File: src/rtl/acg_pkg.sv
package acg_pkg;

  typedef enum logic [1:0] {
    SZ_B1 = 2'b00,
    SZ_B2 = 2'b01,
    SZ_B4 = 2'b10,
    SZ_B8 = 2'b11
  } acc_size_e;

  typedef struct packed {
    logic hit;
    logic miss;
    logic f_align;
    logic f_stack;
    logic f_gp;
  } outcome_t;

  // Low-address bits that must be zero for a naturally aligned access.
  function automatic logic [2:0] size_mask(input logic [1:0] sz);
    case (sz)
      SZ_B2:   size_mask = 3'b001;
      SZ_B4:   size_mask = 3'b011;
      SZ_B8:   size_mask = 3'b111;
      default: size_mask = 3'b000;
    endcase
  endfunction

endpackage

File: src/rtl/acg_mode_reg.sv
module acg_mode_reg #(
  parameter int VA_W   = 64,
  parameter int PAGE_W = 12
) (
  input  logic            clk,
  input  logic            rst_n,
  input  logic            upd,
  input  logic [1:0]      cpl,
  input  logic            am,
  input  logic            ac,
  input  logic            sysent,
  output logic [VA_W-1:0] mask,
  output logic            enabled
);
  localparam logic [VA_W-1:0] PF_MASK = {{(VA_W-PAGE_W){1'b1}}, {PAGE_W{1'b0}}};

  logic [VA_W-1:0] mask_q, mask_d;
  logic            mask_en;

  always_comb begin
    mask_en = upd | sysent;
    if (sysent)
      mask_d = PF_MASK;
    else if (cpl == 2'd3 && am && ac)
      mask_d = '1;
    else
      mask_d = PF_MASK;
  end

  always_ff @(posedge clk or negedge rst_n) begin
    if (!rst_n)
      mask_q <= PF_MASK;
    else if (mask_en)
      mask_q <= mask_d;
  end

  assign mask    = mask_q;
  assign enabled = mask_q[0];

  a_r3_sysent_disables: assert property (@(posedge clk) disable iff (!rst_n)
    sysent |=> !enabled);

  a_r2_enable_rule: assert property (@(posedge clk) disable iff (!rst_n)
    (upd && !(cpl == 2'd3 && am && ac)) |=> !enabled);

  a_r2_hold: assert property (@(posedge clk) disable iff (!rst_n)
    (!upd && !sysent) |=> $stable(enabled));

endmodule

File: src/rtl/acg_tlb_array.sv
module acg_tlb_array #(
  parameter int VA_W    = 64,
  parameter int PAGE_W  = 12,
  parameter int FRAME_W = 40,
  parameter int ENTRIES = 16
) (
  input  logic                   clk,
  input  logic                   rst_n,
  input  logic                   fill_en,
  input  logic [VA_W-PAGE_W-1:0] fill_page,
  input  logic [FRAME_W-1:0]     fill_frame,
  input  logic [7:0]             fill_perm,
  input  logic                   flush_all,
  input  logic [VA_W-1:0]        look_tag,
  output logic                   match,
  output logic [FRAME_W-1:0]     frame,
  output logic [7:0]             perm
);
  localparam int PN_W  = VA_W - PAGE_W;
  localparam int IDX_W = $clog2(ENTRIES);

  logic [ENTRIES-1:0] valid_q;
  logic [PN_W-1:0]    tag_q   [ENTRIES];
  logic [FRAME_W-1:0] frame_q [ENTRIES];
  logic [7:0]         perm_q  [ENTRIES];

  logic [IDX_W-1:0] wr_idx, rd_idx;
  assign wr_idx = fill_page[IDX_W-1:0];
  assign rd_idx = look_tag[PAGE_W +: IDX_W];

  for (genvar e = 0; e < ENTRIES; e++) begin : g_ent
    logic wr_en;
    logic valid_d;
    assign wr_en   = fill_en && (wr_idx == IDX_W'(e));
    assign valid_d = flush_all ? 1'b0 : (wr_en ? 1'b1 : valid_q[e]);

    always_ff @(posedge clk or negedge rst_n) begin
      if (!rst_n)
        valid_q[e] <= 1'b0;
      else if (flush_all || wr_en)
        valid_q[e] <= valid_d;
    end

    always_ff @(posedge clk) begin
      if (wr_en) begin
        tag_q[e]   <= fill_page;
        frame_q[e] <= fill_frame;
        perm_q[e]  <= fill_perm;
      end
    end
  end

  // Stored tags are page aligned; any low bit left in the lookup tag misses.
  assign match = valid_q[rd_idx]
              && (tag_q[rd_idx] == look_tag[VA_W-1:PAGE_W])
              && (look_tag[PAGE_W-1:0] == '0);
  assign frame = frame_q[rd_idx];
  assign perm  = perm_q[rd_idx];

  a_r11_flush_empties: assert property (@(posedge clk) disable iff (!rst_n)
    flush_all |=> !match);

endmodule

File: src/rtl/acg_classify.sv
module acg_classify
  import acg_pkg::*;
#(
  parameter int VA_W      = 64,
  parameter int CANON_MSB = 47
) (
  input  logic            match,
  input  logic [7:0]      perm,
  input  logic            is_write,
  input  logic [1:0]      cpl,
  input  logic [VA_W-1:0] addr,
  input  logic [2:0]      smask,
  input  logic            ac_en,
  input  logic            chk_canon,
  input  logic            stack,
  output outcome_t        res
);
  logic wr_ok, canon_ok, misaligned;
  logic [VA_W-1-CANON_MSB:0] hi;

  assign hi        = addr[VA_W-1:CANON_MSB];
  assign canon_ok  = (&hi) | ~(|hi);
  assign wr_ok     = !is_write || perm[{1'b1, cpl}];
  assign misaligned = |(addr[2:0] & smask);

  always_comb begin
    res = '0;
    if (match && wr_ok)
      res.hit = 1'b1;
    else if (chk_canon && !canon_ok) begin
      res.f_stack = stack;
      res.f_gp    = !stack;
    end else if (ac_en && misaligned)
      res.f_align = 1'b1;
    else
      res.miss = 1'b1;
  end

endmodule

File: src/rtl/acg_top.sv
module acg_top
  import acg_pkg::*;
#(
  parameter int VA_W      = 64,
  parameter int PAGE_W    = 12,
  parameter int FRAME_W   = 40,
  parameter int ENTRIES   = 16,
  parameter int CANON_MSB = 47
) (
  input  logic                      clk,
  input  logic                      rst_n,
  input  logic                      req_valid,
  input  logic [VA_W-1:0]           req_addr,
  input  logic [1:0]                req_size,
  input  logic [1:0]                req_kind,
  input  logic [1:0]                req_cpl,
  input  logic                      req_stack,
  input  logic                      req_long,
  input  logic                      mode_upd,
  input  logic [1:0]                mode_cpl,
  input  logic                      mode_am,
  input  logic                      mode_ac,
  input  logic                      mode_sysent,
  input  logic                      fill_en,
  input  logic [VA_W-PAGE_W-1:0]    fill_page,
  input  logic [FRAME_W-1:0]        fill_frame,
  input  logic [7:0]                fill_perm,
  input  logic                      flush_all,
  output logic                      rsp_hit,
  output logic                      rsp_miss,
  output logic [FRAME_W+PAGE_W-1:0] rsp_paddr,
  output logic [2:0]                rsp_fault,
  output logic                      ac_on
);
  localparam int PA_W = FRAME_W + PAGE_W;
  localparam logic [VA_W-1:0] PF_MASK = {{(VA_W-PAGE_W){1'b1}}, {PAGE_W{1'b0}}};

  logic [VA_W-1:0]    chk_mask, look_tag;
  logic [2:0]         smask;
  logic               match;
  logic [FRAME_W-1:0] ent_frame;
  logic [7:0]         ent_perm;
  outcome_t           res;
  logic               chk_canon;

  acg_mode_reg #(.VA_W(VA_W), .PAGE_W(PAGE_W)) i_mode (
    .clk(clk), .rst_n(rst_n), .upd(mode_upd), .cpl(mode_cpl),
    .am(mode_am), .ac(mode_ac), .sysent(mode_sysent),
    .mask(chk_mask), .enabled(ac_on)
  );

  assign smask    = size_mask(req_size);
  assign look_tag = (req_addr & (PF_MASK | VA_W'(smask))) & chk_mask;

  acg_tlb_array #(.VA_W(VA_W), .PAGE_W(PAGE_W), .FRAME_W(FRAME_W), .ENTRIES(ENTRIES)) i_tlb (
    .clk(clk), .rst_n(rst_n), .fill_en(fill_en), .fill_page(fill_page),
    .fill_frame(fill_frame), .fill_perm(fill_perm), .flush_all(flush_all),
    .look_tag(look_tag), .match(match), .frame(ent_frame), .perm(ent_perm)
  );

  assign chk_canon = req_long || (req_stack && req_size == SZ_B8);

  acg_classify #(.VA_W(VA_W), .CANON_MSB(CANON_MSB)) i_cls (
    .match(match), .perm(ent_perm), .is_write(req_kind != 2'b00), .cpl(req_cpl),
    .addr(req_addr), .smask(smask), .ac_en(ac_on), .chk_canon(chk_canon),
    .stack(req_stack), .res(res)
  );

  // Response register: next-state and storage kept apart.
  outcome_t       out_d, out_q;
  logic [PA_W-1:0] pa_d, pa_q;

  always_comb begin
    out_d = req_valid ? res : '0;
    pa_d  = (req_valid && res.hit) ? {ent_frame, req_addr[PAGE_W-1:0]} : '0;
  end

  always_ff @(posedge clk or negedge rst_n) begin
    if (!rst_n) begin
      out_q <= '0;
      pa_q  <= '0;
    end else begin
      out_q <= out_d;
      pa_q  <= pa_d;
    end
  end

  assign rsp_hit   = out_q.hit;
  assign rsp_miss  = out_q.miss;
  assign rsp_fault = {out_q.f_align, out_q.f_stack, out_q.f_gp};
  assign rsp_paddr = pa_q;

  a_r10_one_outcome: assert property (@(posedge clk) disable iff (!rst_n)
    req_valid |=> $countones({rsp_hit, rsp_miss, rsp_fault}) == 1);

  a_r10_idle_quiet: assert property (@(posedge clk) disable iff (!rst_n)
    !req_valid |=> !rsp_hit && !rsp_miss && rsp_fault == 3'b000);

  a_r6_misaligned_never_hits: assert property (@(posedge clk) disable iff (!rst_n)
    (req_valid && ac_on && (req_addr[2:0] & smask) != 3'b000) |=> !rsp_hit);

  a_r8_byte_no_align: assert property (@(posedge clk) disable iff (!rst_n)
    (req_valid && req_size == SZ_B1) |=> !rsp_fault[2]);

  a_r9_canon_before_align: assert property (@(posedge clk) disable iff (!rst_n)
    (req_valid && req_long && !(req_addr[VA_W-1:CANON_MSB] == '0 ||
                                req_addr[VA_W-1:CANON_MSB] == '1)) |=> !rsp_fault[2]);

endmodule

File: config.mk
export PLATFORM = sky130hd
export DESIGN_NAME = acg_top
export DESIGN_NICKNAME = d
export VERILOG_FILES = /design/src/rtl/acg_pkg.sv /design/src/rtl/acg_mode_reg.sv /design/src/rtl/acg_tlb_array.sv /design/src/rtl/acg_classify.sv /design/src/rtl/acg_top.sv
export SDC_FILE = /design/constraint.sdc
export NUM_CORES = 1
export LEC_CHECK = 0
export BUFFER_PORTS_ARGS = -buffer_cell sky130_fd_sc_hd__buf_2
export CAP_MARGIN = 30
export CORE_MARGIN = 5
export CORE_UTILIZATION = 40
export CTS_BUF_LIST = sky130_fd_sc_hd__clkbuf_4 sky130_fd_sc_hd__clkbuf_8
export DETAILED_ROUTE_END_ITERATION = 6
export PLACE_DENSITY = 0.63
export SETUP_SLACK_MARGIN = 0.4
export SLEW_MARGIN = 20
export SYNTH_ARGS = -nofsm -noshare
export SYNTH_HDL_FRONTEND = slang
export SYNTH_SLANG_ARGS = --single-unit
export TNS_END_PERCENT = 30
File: constraint.sdc
create_clock -name clk -period 3.7 [get_ports clk]
set_input_delay 0 -clock clk [delete_from_list [all_inputs] [get_ports clk]]
set_output_delay 0 -clock clk [all_outputs]
set_load 0.005 [all_outputs]
==> impl_metrics.env <==
export IMPL_worstSetupStartpointType="flop"
export IMPL_path_clk_slew_ns=0.06
export IMPL_holdWs_ns=0.09653
export IMPL_routed_via_density=5.425
export IMPL_hold_start="fill_page[49]"
export IMPL_crit_arrival_ns=4.21
export IMPL_synth_area_um2=61210
export IMPL_power_density_nw_per_um2=506.2
export IMPL_seq_area_frac_synth_pct=78.38
export IMPL_slowest_delay_ns=0.51
export IMPL_track_usage_pct=18.49
export IMPL_syn_num_nets=2827
export IMPL_clock_latency_ns=0.93
export IMPL_synthFlopType="edfxtp_1"
export IMPL_io_buffers=236
export IMPL_tns_ns=0
export IMPL_synth_compound_area_share_pct=1.267
export IMPL_synthAdderAreaFrac_pct=0
export IMPL_synthArstFlopShare_pct=4.596
export IMPL_dieWidth_um=401.2
export IMPL_ant_nets=0
export IMPL_reg2reg_slack_ns=0.34
export IMPL_ys_warn_count=0
export IMPL_cts_root_buf="clkbuf_8"
export IMPL_drive_gt1_share_pct=33.80
export IMPL_place_ws_ns=-0.002009
export IMPL_maxSlewViolCount=0
export IMPL_synth_top_family_by_area="multiplexers"
export IMPL_timing_rr_start="i_tlb.tag_q[13][15]"
export IMPL_synth_xor_xnor_area_share_pct=0.7584
export IMPL_min_period_over_period_pct=90.70
export IMPL_grt_overflow_total=0
export IMPL_grt_pass1_wl_um=218500
export IMPL_hpwl_um=77670
export IMPL_pwr_share_seq_pct=55.3
export IMPL_clock_path_buffers=3
export IMPL_cts_htree_levels=4
export IMPL_synth_cell_type_count=57
export IMPL_vdd_drop_max_v=0.0003364
export IMPL_cts_setup_buffers=0
export IMPL_worst_r2r_cell_count=9
export IMPL_rsz0062_at_grt="true"
export IMPL_num_vias=30220
export IMPL_setup_ws_ns=0.3440
export IMPL_whs_endpoint="i_tlb.tag_q[11][49]"
export IMPL_synth_enable_flop_cells=1536
export IMPL_relSlewSlack_pct=32.89
export IMPL_r2r_end="rsp_paddr[9]"
export IMPL_design_area_um2=72950
export IMPL_p_leak_nw=24.21
export IMPL_nNetsFinal=3516
export IMPL_cts_buffers=238
export IMPL_die_h_um=401.2
export IMPL_hold_path_depth=2
export IMPL_min_period_ns=3.356
export IMPL_io_pins=241
export IMPL_critPathKind="flop to flop"
export IMPL_status="complete, no violations"
export IMPL_fmax_mhz=298.0
export IMPL_dpl_cell_area_um2=65680
export IMPL_coreArea_um2=152100
export IMPL_synthMuxAreaShare_pct=16.18
export IMPL_critPathSlowestCell="mux4_2"
export IMPL_pwr_share_comb_pct=6.0
export IMPL_worst_clock_skew_ns=0.04197
export IMPL_grt_max_degree=98
export IMPL_worstSetupEndpointType="flop"
export IMPL_tightestPinTransition_ns=1.007
export IMPL_crit_fanout=56
export IMPL_dr_pass1_iters=5
export IMPL_hold_viol_final=0
export IMPL_startpoint="i_tlb.tag_q[13][15]"
export IMPL_drt_iter0_drc=3032
export IMPL_drc_errors=0
export IMPL_sw_frac_of_total_pct=21.49
export IMPL_max_cap_viol_count=0
export IMPL_antenna_found_initial=21
export IMPL_area_delta_synth_final_pct=19.18
export IMPL_hp_class="input pin to flop"
export IMPL_p_int_mw=28.99
export IMPL_die_area_um2=160900
export IMPL_crit_chain="mux4_2 > mux4_2 > xnor2_2 > nand4_1 > nor4_1 > nand4_1 > nor4_4 > buf_12 > and3_1"
export IMPL_gp_congestion=0.7763
export IMPL_cts_tree="built"
export IMPL_p_switching_mw=7.935
export IMPL_postSynthAreaPerCell_um2=23.15
export IMPL_post_drt_wl_per_cell_um=26.92
export IMPL_grt_pass1_vias=31460
export IMPL_netlist_instances=2644
export IMPL_clkPwrFrac_pct=38.7
export IMPL_clock_sinks=1610
export IMPL_initial_core_util_pct=40.25
export IMPL_routed_wl_um=149900
export IMPL_synth_simple_area_share_pct=2.220
export IMPL_synth_seq_cells=1610
export IMPL_setup_viol=0
export IMPL_rows=143
export IMPL_required_ns=4.55
## cells in the mapped netlist (all sizes together), types with 2 or more instances
library cell  count  area (um^2)
edfxtp         1536        46120
mux4            414         9324
buf              96        559.3
dfrtp            74         1852
nor2             61        229.0
and3             54        337.8
nand2            54        202.7
mux2i            49        490.5
clkbuf           38        142.6
xor2             32        280.3
xnor2            21        183.9
a31oi            16        100.1
nand3            15        75.07
a211oi           14        105.1
nor4             14        93.84
and2             13        81.33
nand4            13        81.33
a21oi            12        60.06
o21ai            12        60.06
a221oi           11        96.34
a22oi             9        67.56
nor2b             9        56.30
a22o              8        70.07
mux2              8        90.09
inv               6        22.52
nand3b            6        45.04
nor3              6        30.03
nor3b             5        37.54
nand2b            4        25.02
a32oi             3        26.28
o221ai            3        26.28
a311oi            2        17.52
a31o              2        17.52
nor4b             2        17.52
o2111ai           2        17.52
o31ai             2        15.01
o32ai             2        17.52
or3               2        12.51
## flip-flops by register name (all words and copies together), names as in the netlist
signal / cells
i_mode.mask: 1
rsp_hit: 1
rsp_miss: 1
i_tlb.perm_q: 64
i_tlb.frame_q: 640
rsp_paddr: 52
rsp_fault: 3
i_tlb.valid_q: 16
i_tlb.tag_q: 832
## power by group through the flow
stage	Clock, mW	Combinational [mW]	Sequential [mW]
3_3_place_gp	0	2.00	20.8
4_1_cts	14.6	2.26	20.4
2_1_floorplan	0	1.14	20.8
3_5_place_dp	0	2.02	20.8
6_report	14.3	2.23	20.4
5_1_grt	15.5	2.39	20.4
## how the worst max path moves through the flow
stage,cells past startpoint,to
2_1_floorplan,2,i_tlb.frame_q[5][0]
3_3_place_gp,15,rsp_paddr[16]
3_5_place_dp,15,rsp_paddr[48]
4_1_cts,9,rsp_paddr[34]
5_1_grt,9,rsp_paddr[48]
6_report,9,rsp_paddr[9]
## kinds of logic after synthesis
logic type,count (synthesis)
flops,1610
mux,471
simple gates,262
buf+inv,141
compound gates,107
xor+xnor,53
## metrics by stage
| stage | instances | util (%) | total power, mW |
|---|---|---|---|
| after global routing | 5558 | 47.94 | 38.34 |
| after floorplan | 2644 | - | 21.92 |
| after detailed placement | 4884 | 43.19 | 22.80 |
| after global placement | 4883 | 43.17 | 22.76 |
| after CTS | 5557 | 47.94 | 37.29 |
| final | 5570 | 47.96 | 36.93 |
## worst max-delay path: cells and delay by family (launching register included)
| kind | cells | cell delay (ns) |
|---|---|---|
| and+or+nand+nor | 5 | 1.31 |
| muxes | 2 | 1.00 |
| DFF | 1 | 0.37 |
| xor gates and xnor gates | 1 | 0.24 |
| buffers and inverters | 1 | 0.28 |
## metal layers
metal  GRT usage [%]  vias to the layer above  wire (um)
li1                -                    12670          -
met1           26.00                    16020      62110
met2           29.48                     1312      72220
met4           4.873                        6       2907
met3           4.226                      214      12670
met5               0                        -         34
## cell type report
cell class              instances  area (um^2)
clock inverters                75        466.7
flip-flops and latches       1610        47980
clock buffers                 359         4328
repair buffers                583         4900
multi-input cells             893        12670
fillers                     12450        79140
diodes                         13        32.53
well taps                    2030         2540
inverters                       7        31.28
## cells in the final DEF (no fill, tap or decap), drive strengths merged, types with 4 or more instances in the layout
cell type / count
a211oi: 14
a21oi: 12
a221oi: 11
a22o: 8
a22oi: 9
a31oi: 16
and2: 13
and3: 54
buf: 345
clkbuf: 359
clkinv: 55
clkinvlp: 11
dfrtp: 74
diode: 13
dlygate4sd3: 238
edfxtp: 1536
inv: 13
mux2: 8
mux2i: 49
mux4: 414
nand2: 54
nand2b: 4
nand3: 15
nand3b: 6
nand4: 13
nor2: 61
nor2b: 9
nor3: 6
nor3b: 5
nor4: 14
o21ai: 12
xnor2: 21
xor2: 32
## what timing repair did
item,CTS,global route
pin swaps,0,0
resized for setup,4,0
endpoints found under the hold margin,2037,0
endpoints found under the setup margin,56,56
gates cloned,0,0
hold buffers,239,0
No activity file was read; power rests on OpenSTA's default activity.
